**config.mk**
```make
export PLATFORM = sky130hd
export DESIGN_NAME = ssa_unit
export DESIGN_NICKNAME = d
export VERILOG_FILES = /design/src/rtl/ssa_pkg.sv /design/src/rtl/ssa_decode.sv /design/src/rtl/ssa_scale_add.sv /design/src/rtl/ssa_cond.sv /design/src/rtl/ssa_unit.sv
export SDC_FILE = /design/constraint.sdc
export NUM_CORES = 1
export LEC_CHECK = 0
export BUFFER_PORTS_ARGS = -buffer_cell sky130_fd_sc_hd__buf_2
export CORE_MARGIN = 4
export CORE_UTILIZATION = 50
export DETAILED_ROUTE_END_ITERATION = 10
export GPL_ROUTABILITY_DRIVEN = 0
export MAX_ROUTING_LAYER = met4
export PLACE_DENSITY_LB_ADDON = 0.3
export SLEW_MARGIN = 20
export SYNTH_ARGS = -nofsm -noshare
export SYNTH_HDL_FRONTEND = slang
export SYNTH_SLANG_ARGS = --single-unit
```
**constraint.sdc**
```tcl
create_clock -name clk -period 5.1 [get_ports clk]
set_clock_uncertainty 0.1 [all_clocks]
set_input_delay 0.255 -clock clk [delete_from_list [all_inputs] [get_ports clk]]
set_output_delay 0.255 -clock clk [all_outputs]
set_load 0.005 [all_outputs]
```
**src/rtl/ssa_pkg.sv**
```systemverilog
// Package: shared encodings for the scaled shift-add unit.
// Assumes a 32-bit instruction word with bit 31 as the most significant bit.
package ssa_pkg;

    localparam int INSN_W   = 32;
    localparam int REG_W    = 5;
    localparam int SCALE_W  = 2;
    localparam int CR_W     = 4;

    // Field positions inside the instruction word
    localparam int OPC_HI   = 31;
    localparam int OPC_LO   = 26;
    localparam int DST_HI   = 25;
    localparam int DST_LO   = 21;
    localparam int SCL_HI   = 10;
    localparam int SCL_LO   = 9;
    localparam int SUB_HI   = 8;
    localparam int SUB_LO   = 1;
    localparam int REC_BIT  = 0;

    localparam logic [OPC_HI-OPC_LO:0] PRIMARY_CODE = 6'd22;
    localparam logic [SUB_HI-SUB_LO:0] SUB_FULL     = 8'h6E;
    localparam logic [SUB_HI-SUB_LO:0] SUB_SWORD    = 8'hAE;
    localparam logic [SUB_HI-SUB_LO:0] SUB_UWORD    = 8'hEE;

    typedef enum logic [1:0] {
        KIND_NONE  = 2'd0,
        KIND_FULL  = 2'd1,
        KIND_SWORD = 2'd2,
        KIND_UWORD = 2'd3
    } kind_e;

    typedef struct packed {
        logic                legal;
        kind_e               kind;
        logic [REG_W-1:0]    rt;
        logic [SCALE_W-1:0]  sh;
        logic                rec;
    } dec_t;

endpackage

```
**src/rtl/ssa_decode.sv**
```systemverilog
// Module: ssa_decode
// Splits the instruction word into destination, scale and record fields and
// classifies the operation. Purely combinational; it assumes the caller gates
// the result with its own valid strobe.
module ssa_decode
    import ssa_pkg::*;
(
    input  logic [INSN_W-1:0] insn,
    output dec_t              dec
);

    kind_e kind;

    // Classify the operation from the primary and sub-operation codes
    always_comb begin
        kind = KIND_NONE;
        if (insn[OPC_HI:OPC_LO] == PRIMARY_CODE) begin
            case (insn[SUB_HI:SUB_LO])
                SUB_FULL:  kind = KIND_FULL;
                SUB_SWORD: kind = KIND_SWORD;
                SUB_UWORD: kind = KIND_UWORD;
                default:   kind = KIND_NONE;
            endcase
        end
    end

    // Pack the decoded fields
    always_comb begin
        dec.legal = (kind != KIND_NONE);
        dec.kind  = kind;
        dec.rt    = insn[DST_HI:DST_LO];
        dec.sh    = insn[SCL_HI:SCL_LO];
        dec.rec   = insn[REC_BIT];
    end

endmodule

```
**src/rtl/ssa_scale_add.sv**
```systemverilog
// Module: ssa_scale_add
// Prepares the scaled operand (full width, sign-extended low half or
// zero-extended low half), shifts it left by scale+1 and adds the addend.
// It assumes XLEN is even. The sum wraps modulo 2^XLEN and no carry is kept.
module ssa_scale_add
    import ssa_pkg::*;
#(
    parameter int XLEN = 64,
    parameter int SW   = SCALE_W
) (
    input  kind_e            kind,
    input  logic [SW-1:0]    sh,
    input  logic [XLEN-1:0]  opa,
    input  logic [XLEN-1:0]  opb,
    output logic [XLEN-1:0]  sum
);

    localparam int HALF = XLEN / 2;
    localparam int NSH  = 1 << SW;

    logic [XLEN-1:0] ext;
    logic [XLEN-1:0] cand [NSH];

    // Extend the scaled operand according to the variant
    always_comb begin
        case (kind)
            KIND_SWORD: ext = {{HALF{opb[HALF-1]}}, opb[HALF-1:0]};
            KIND_UWORD: ext = {{HALF{1'b0}}, opb[HALF-1:0]};
            default:    ext = opb;
        endcase
    end

    // One fixed-shift candidate per scale value (distance g+1)
    for (genvar g = 0; g < NSH; g++) begin : g_shift
        assign cand[g] = ext << (g + 1);
    end

    // Select the candidate and add the addend
    always_comb begin
        sum = opa + cand[sh];
    end

endmodule

```
**src/rtl/ssa_cond.sv**
```systemverilog
// Module: ssa_cond
// Forms the 4-bit condition field from a result: negative, positive-nonzero,
// zero (signed view), and the summary-overflow bit passed through.
module ssa_cond
    import ssa_pkg::*;
#(
    parameter int XLEN = 64
) (
    input  logic [XLEN-1:0] value,
    input  logic            so,
    output logic [CR_W-1:0] cr
);

    logic is_zero;
    logic is_neg;

    // Sign and zero detection
    always_comb begin
        is_zero = ~|value;
        is_neg  = value[XLEN-1];
        cr      = {is_neg, ~is_neg & ~is_zero, is_zero, so};
    end

endmodule

```
**src/rtl/ssa_unit.sv**
```systemverilog
// Module: ssa_unit (top)
// Scaled shift-add execution unit with one registered output stage.
// It assumes the pipeline supplies register values and the summary-overflow bit
// in the same cycle as the instruction. Rejected or idle cycles leave the data
// outputs holding and keep both write enables low.
module ssa_unit
    import ssa_pkg::*;
#(
    parameter int XLEN = 64
) (
    input  logic                clk,
    input  logic                rst_n,
    input  logic                in_valid,
    input  logic [INSN_W-1:0]   insn,
    input  logic [XLEN-1:0]     opa,
    input  logic [XLEN-1:0]     opb,
    input  logic                so_in,
    output logic                out_hit,
    output logic [REG_W-1:0]    out_rt,
    output logic [XLEN-1:0]     out_data,
    output logic [CR_W-1:0]     out_cr,
    output logic                out_cr_wr
);

    dec_t            dec;
    logic [XLEN-1:0] sum;
    logic [CR_W-1:0] cr_next;
    logic            take;

    ssa_decode u_dec (
        .insn (insn),
        .dec  (dec)
    );

    ssa_scale_add #(.XLEN(XLEN), .SW(SCALE_W)) u_add (
        .kind (dec.kind),
        .sh   (dec.sh),
        .opa  (opa),
        .opb  (opb),
        .sum  (sum)
    );

    ssa_cond #(.XLEN(XLEN)) u_cond (
        .value (sum),
        .so    (so_in),
        .cr    (cr_next)
    );

    // Accept only a valid, recognised instruction
    always_comb begin
        take = in_valid & dec.legal;
    end

    // Output stage: clear on reset, load on accept, otherwise hold data
    always_ff @(posedge clk) begin
        if (!rst_n) begin
            out_hit   <= 1'b0;
            out_cr_wr <= 1'b0;
            out_rt    <= '0;
            out_data  <= '0;
            out_cr    <= '0;
        end else begin
            out_hit   <= take;
            out_cr_wr <= take & dec.rec;
            if (take) begin
                out_rt   <= dec.rt;
                out_data <= sum;
                if (dec.rec) begin
                    out_cr <= cr_next;
                end
            end
        end
    end


    cr_wr_needs_hit_chk: assert property (@(posedge clk) disable iff (!rst_n)
        out_cr_wr |-> out_hit);


    cr_flags_chk: assert property (@(posedge clk) disable iff (!rst_n)
        out_cr_wr |-> ($countones(out_cr[3:1]) == 1
                       && out_cr[1] == (out_data == '0)
                       && out_cr[3] == out_data[XLEN-1]));


    hit_source_chk: assert property (@(posedge clk) disable iff (!rst_n)
        out_hit |-> ($past(in_valid) && $past(insn[OPC_HI:OPC_LO]) == PRIMARY_CODE));


    nonzero_shift_chk: assert property (@(posedge clk) disable iff (!rst_n)
        out_hit |-> (((out_data - $past(opa)) & {{(XLEN-1){1'b0}}, 1'b1}) == '0));


    reset_clear_chk: assert property (@(posedge clk)
        !rst_n |=> (!out_hit && !out_cr_wr && out_data == '0 && out_cr == '0));

endmodule

```
==> out/metrics.yaml <==
outcome: "finished, final reports clean"
ioPinCount: 239
fp-row-count: 49
ys.warnings.count: 0
drtIter0Drc: 928
dieArea_um2: 20900
p_int_uw: 1550
cts_buffer_depth: 2
port_buffers: 227
drive_gt1_share_pct: 28.8
cts_tree: "done"
num-fill-cells: 1663
hpwl_um: 25000
numCtsBuffers: 9
p_sw_uw: 1050
hold_buffers: 0
cp.buffers_inverters: 1
rrSetupSlack_ps: 4180
reg2reg_from: "out_data[19]"
coreArea_um2: 18100
crit_path_max_incr_delay_ps: 450
drc_errors: 0
layout.nets: 1650
cp_slowest_cell: "o41a_1"
syn_to_final_growth_pct: 21.2
path_delay_family: "simple AND/OR/NAND/NOR gates"
r2r-end: "out_data[19]"
power-per-cell-area_nw_per_um2: 231
start_util_pct: 51.3
timing.slew.headroom_pct: 30.0
h-tree-depth: 3
rsz0062_at_grt: "false"
drv_slew: 0
p_leak_uw: 0.00493
synth_area_leaders: "dfxtp_1 16%, mux4_2 13%, ha_1 8.3%, a21oi_1 7.3%, nand2_1 6.9%"
drv_cap: 0
swShare_pct: 40.5
holdPathStages: 3
holdPathEnd: "out_rt[0]"
synth.cell_area_um2: 9310
antenna_found_initial: 0
clock_latency_ps: 320
period_needed_ps: 4650
syn_avg_cell_area_um2: 7.75
grt_pass1_wl_um: 46600
hold_viol_final: 0
timing_worst_setup_path_type: "in -> reg"
chipHeight_um: 144
root_buffer: "clkbuf_16"
syn_nets: 1428
holdWs_ps: 79.9
p_comb_share_pct: 54.2
routed_wl_um: 30100
vdd_drop_max_uv: 129
die-width_um: 144
avgRoutedWirePerCell_um: 18.2
worstHoldStart: "insn[21]"
grt_use_total_pct: 28.5
viasPerCell: 6.18
synthFlopType: "dfxtp_1"
final_common_cell: "buf_2"
reg2reg_depth: 2
dr.pass1.iters: 7
clock-sinks: 75
power_frac_seq_pct: 22.5
worst_pin_slew_ps: 1050
ant_nets: 0
worstPathMaxFanout: 7
synthDistinctLibCells: 87
grt_overflow: 0
stdcell_area_um2: 11300
seq_area_frac_synth_pct: 16.1
final_cell_mix: "226 x buf_2, 172 x nand2_1, 134 x a21oi_1, 75 x dfxtp_1, 69 x buf_4"
clockPowerShare_pct: 23.3
setup_viol_count_final: 0
crit_path_end_kind: "flop"
diodes: 0
synthCells: 1201
post-route-period-util_pct: 91.3
path_cells: "buf_2 > nor4bb_2 > nand3_1 > nor4bb_2 > nand2_1 > a21oi_2 > nor3_1 > a21oi_1 > mux2i_1 > ha_1 > nand2_1 > nor2_1 > nand3_1 > a211o_1 > and3_1 > o41a_1 > xnor2_1 > or3_2 > nor3_1 > and4_1 > o22ai_1"
yosysTopAreaCell: "dfxtp_1"
grt_pass1_vias: 9193
hp-class: "in -> reg"
cp.required_ps: 5210
dpl-instance-area_um2: 11000
start_kind: "input pin"
grt_max_degree: 92
max_freq_mhz: 215
clk_pin_slew_worst_paths_ps: 50
cp.arrival_ps: 4770
ys_ff_latch: 75
synthArstFlopShare_pct: 0
vias: 10200
synth_top_area_share_pct: 16.1
synth_edf_count: 0
## Yosys cell counts (all sizes together) (8+ instances only)
cell / instances
inv: 42
clkbuf: 57
nor3: 24
a21oi: 137
a211oi: 10
nand2: 172
mux4: 55
or3: 13
nor4: 11
mux2i: 13
buf: 32
o211a: 9
xor2: 20
ha: 62
o21ai: 74
o21bai: 11
nor2b: 10
and2: 32
o31ai: 13
nand3: 16
xnor2: 25
a21boi: 40
a21o: 22
nor2: 62
and3: 8
dfxtp: 75
a31oi: 9
o21a: 16
nand4: 45
## worst max path at each step
stage                  from   endpoint  slack, ps  cells past startpoint
floorplan           insn[9]  out_cr[2]         20                     17
global placement    insn[1]  out_cr[2]        -60                     20
detailed placement  insn[1]  out_cr[2]       -120                     20
CTS                 insn[1]  out_cr[2]        230                     20
global route        insn[1]  out_cr[2]         30                     21
finish              insn[1]  out_cr[2]        450                     21
## worst min-delay path: stages
cell and delay, ps:
buf_2 90, nand2_1 40, a21boi_0 60
## timing repair
action                     CTS  global route
gates resized for setup      0             7
setup endpoints to repair    0             2
buffers inserted             0             0
hold endpoints to repair     0             0
## logic make-up (layout without fill, tap and decap cells)
logic type               Yosys count  after routing  share of synthesized area, %
XOR/XNOR                          45             45                          4.23
buffers and inverters            131            356                          5.83
flip-flops                        75             75                          16.1
AO/OA/AOI/OAI                    395            395                          27.9
adder cells (fa/ha/maj)           63             63                          8.55
AND/OR/NAND/NOR                  421            421                          22.3
multiplexers                      71             71                          15.1
## power groups by stage
stage / registers, uW / logic [uW] / clock network (uW)
5_1_grt: 586 / 1520 / 642
3_3_place_gp: 599 / 1340 / 0
4_1_cts: 586 / 1360 / 614
6_report: 586 / 1410 / 606
3_5_place_dp: 599 / 1350 / 0
2_1_floorplan: 599 / 900 / 0
## layer usage
metal	vias to the layer above	routed length [um]	track usage (%)
met3	39	2950	3.44
li1	4924	-	-
met4	0	476	5.94
met2	511	12600	40.9
met5	-	0	-
met1	4749	14100	43.0
## layout make-up
type | count | area, um2 | area share [%]
Sequential cell | 75 | 1500 | 13.3
Multi-Input combinational cell | 995 | 7300 | 64.7
Tap cell | 229 | 287 | 2.54
Clock inverter | 3 | 40.0 | 0.355
Clock buffer | 11 | 243 | 2.15
Inverter | 42 | 158 | 1.40
Timing Repair Buffer | 300 | 1750 | 15.5
## flip-flops by register name (all words and copies together) (netlist names)
name / flops
out_cr: 4
out_cr_wr: 1
out_data: 64
out_hit: 1
out_rt: 5
## metrics by stage
stage	setup WS, ps	total power (uW)	setup TNS (ps)	util, %	instances
after detailed placement	-117	1950	-215	60.4	1641
after global routing	35.0	2740	0	62.2	1655
after global placement	-57.7	1940	-73.4	60.4	1641
after CTS	234	2560	0	62.0	1655
after floorplan	17.8	1500	0	-	1201
final	446	2600	0	62.2	1655
(Power assumes the default switching activity.)
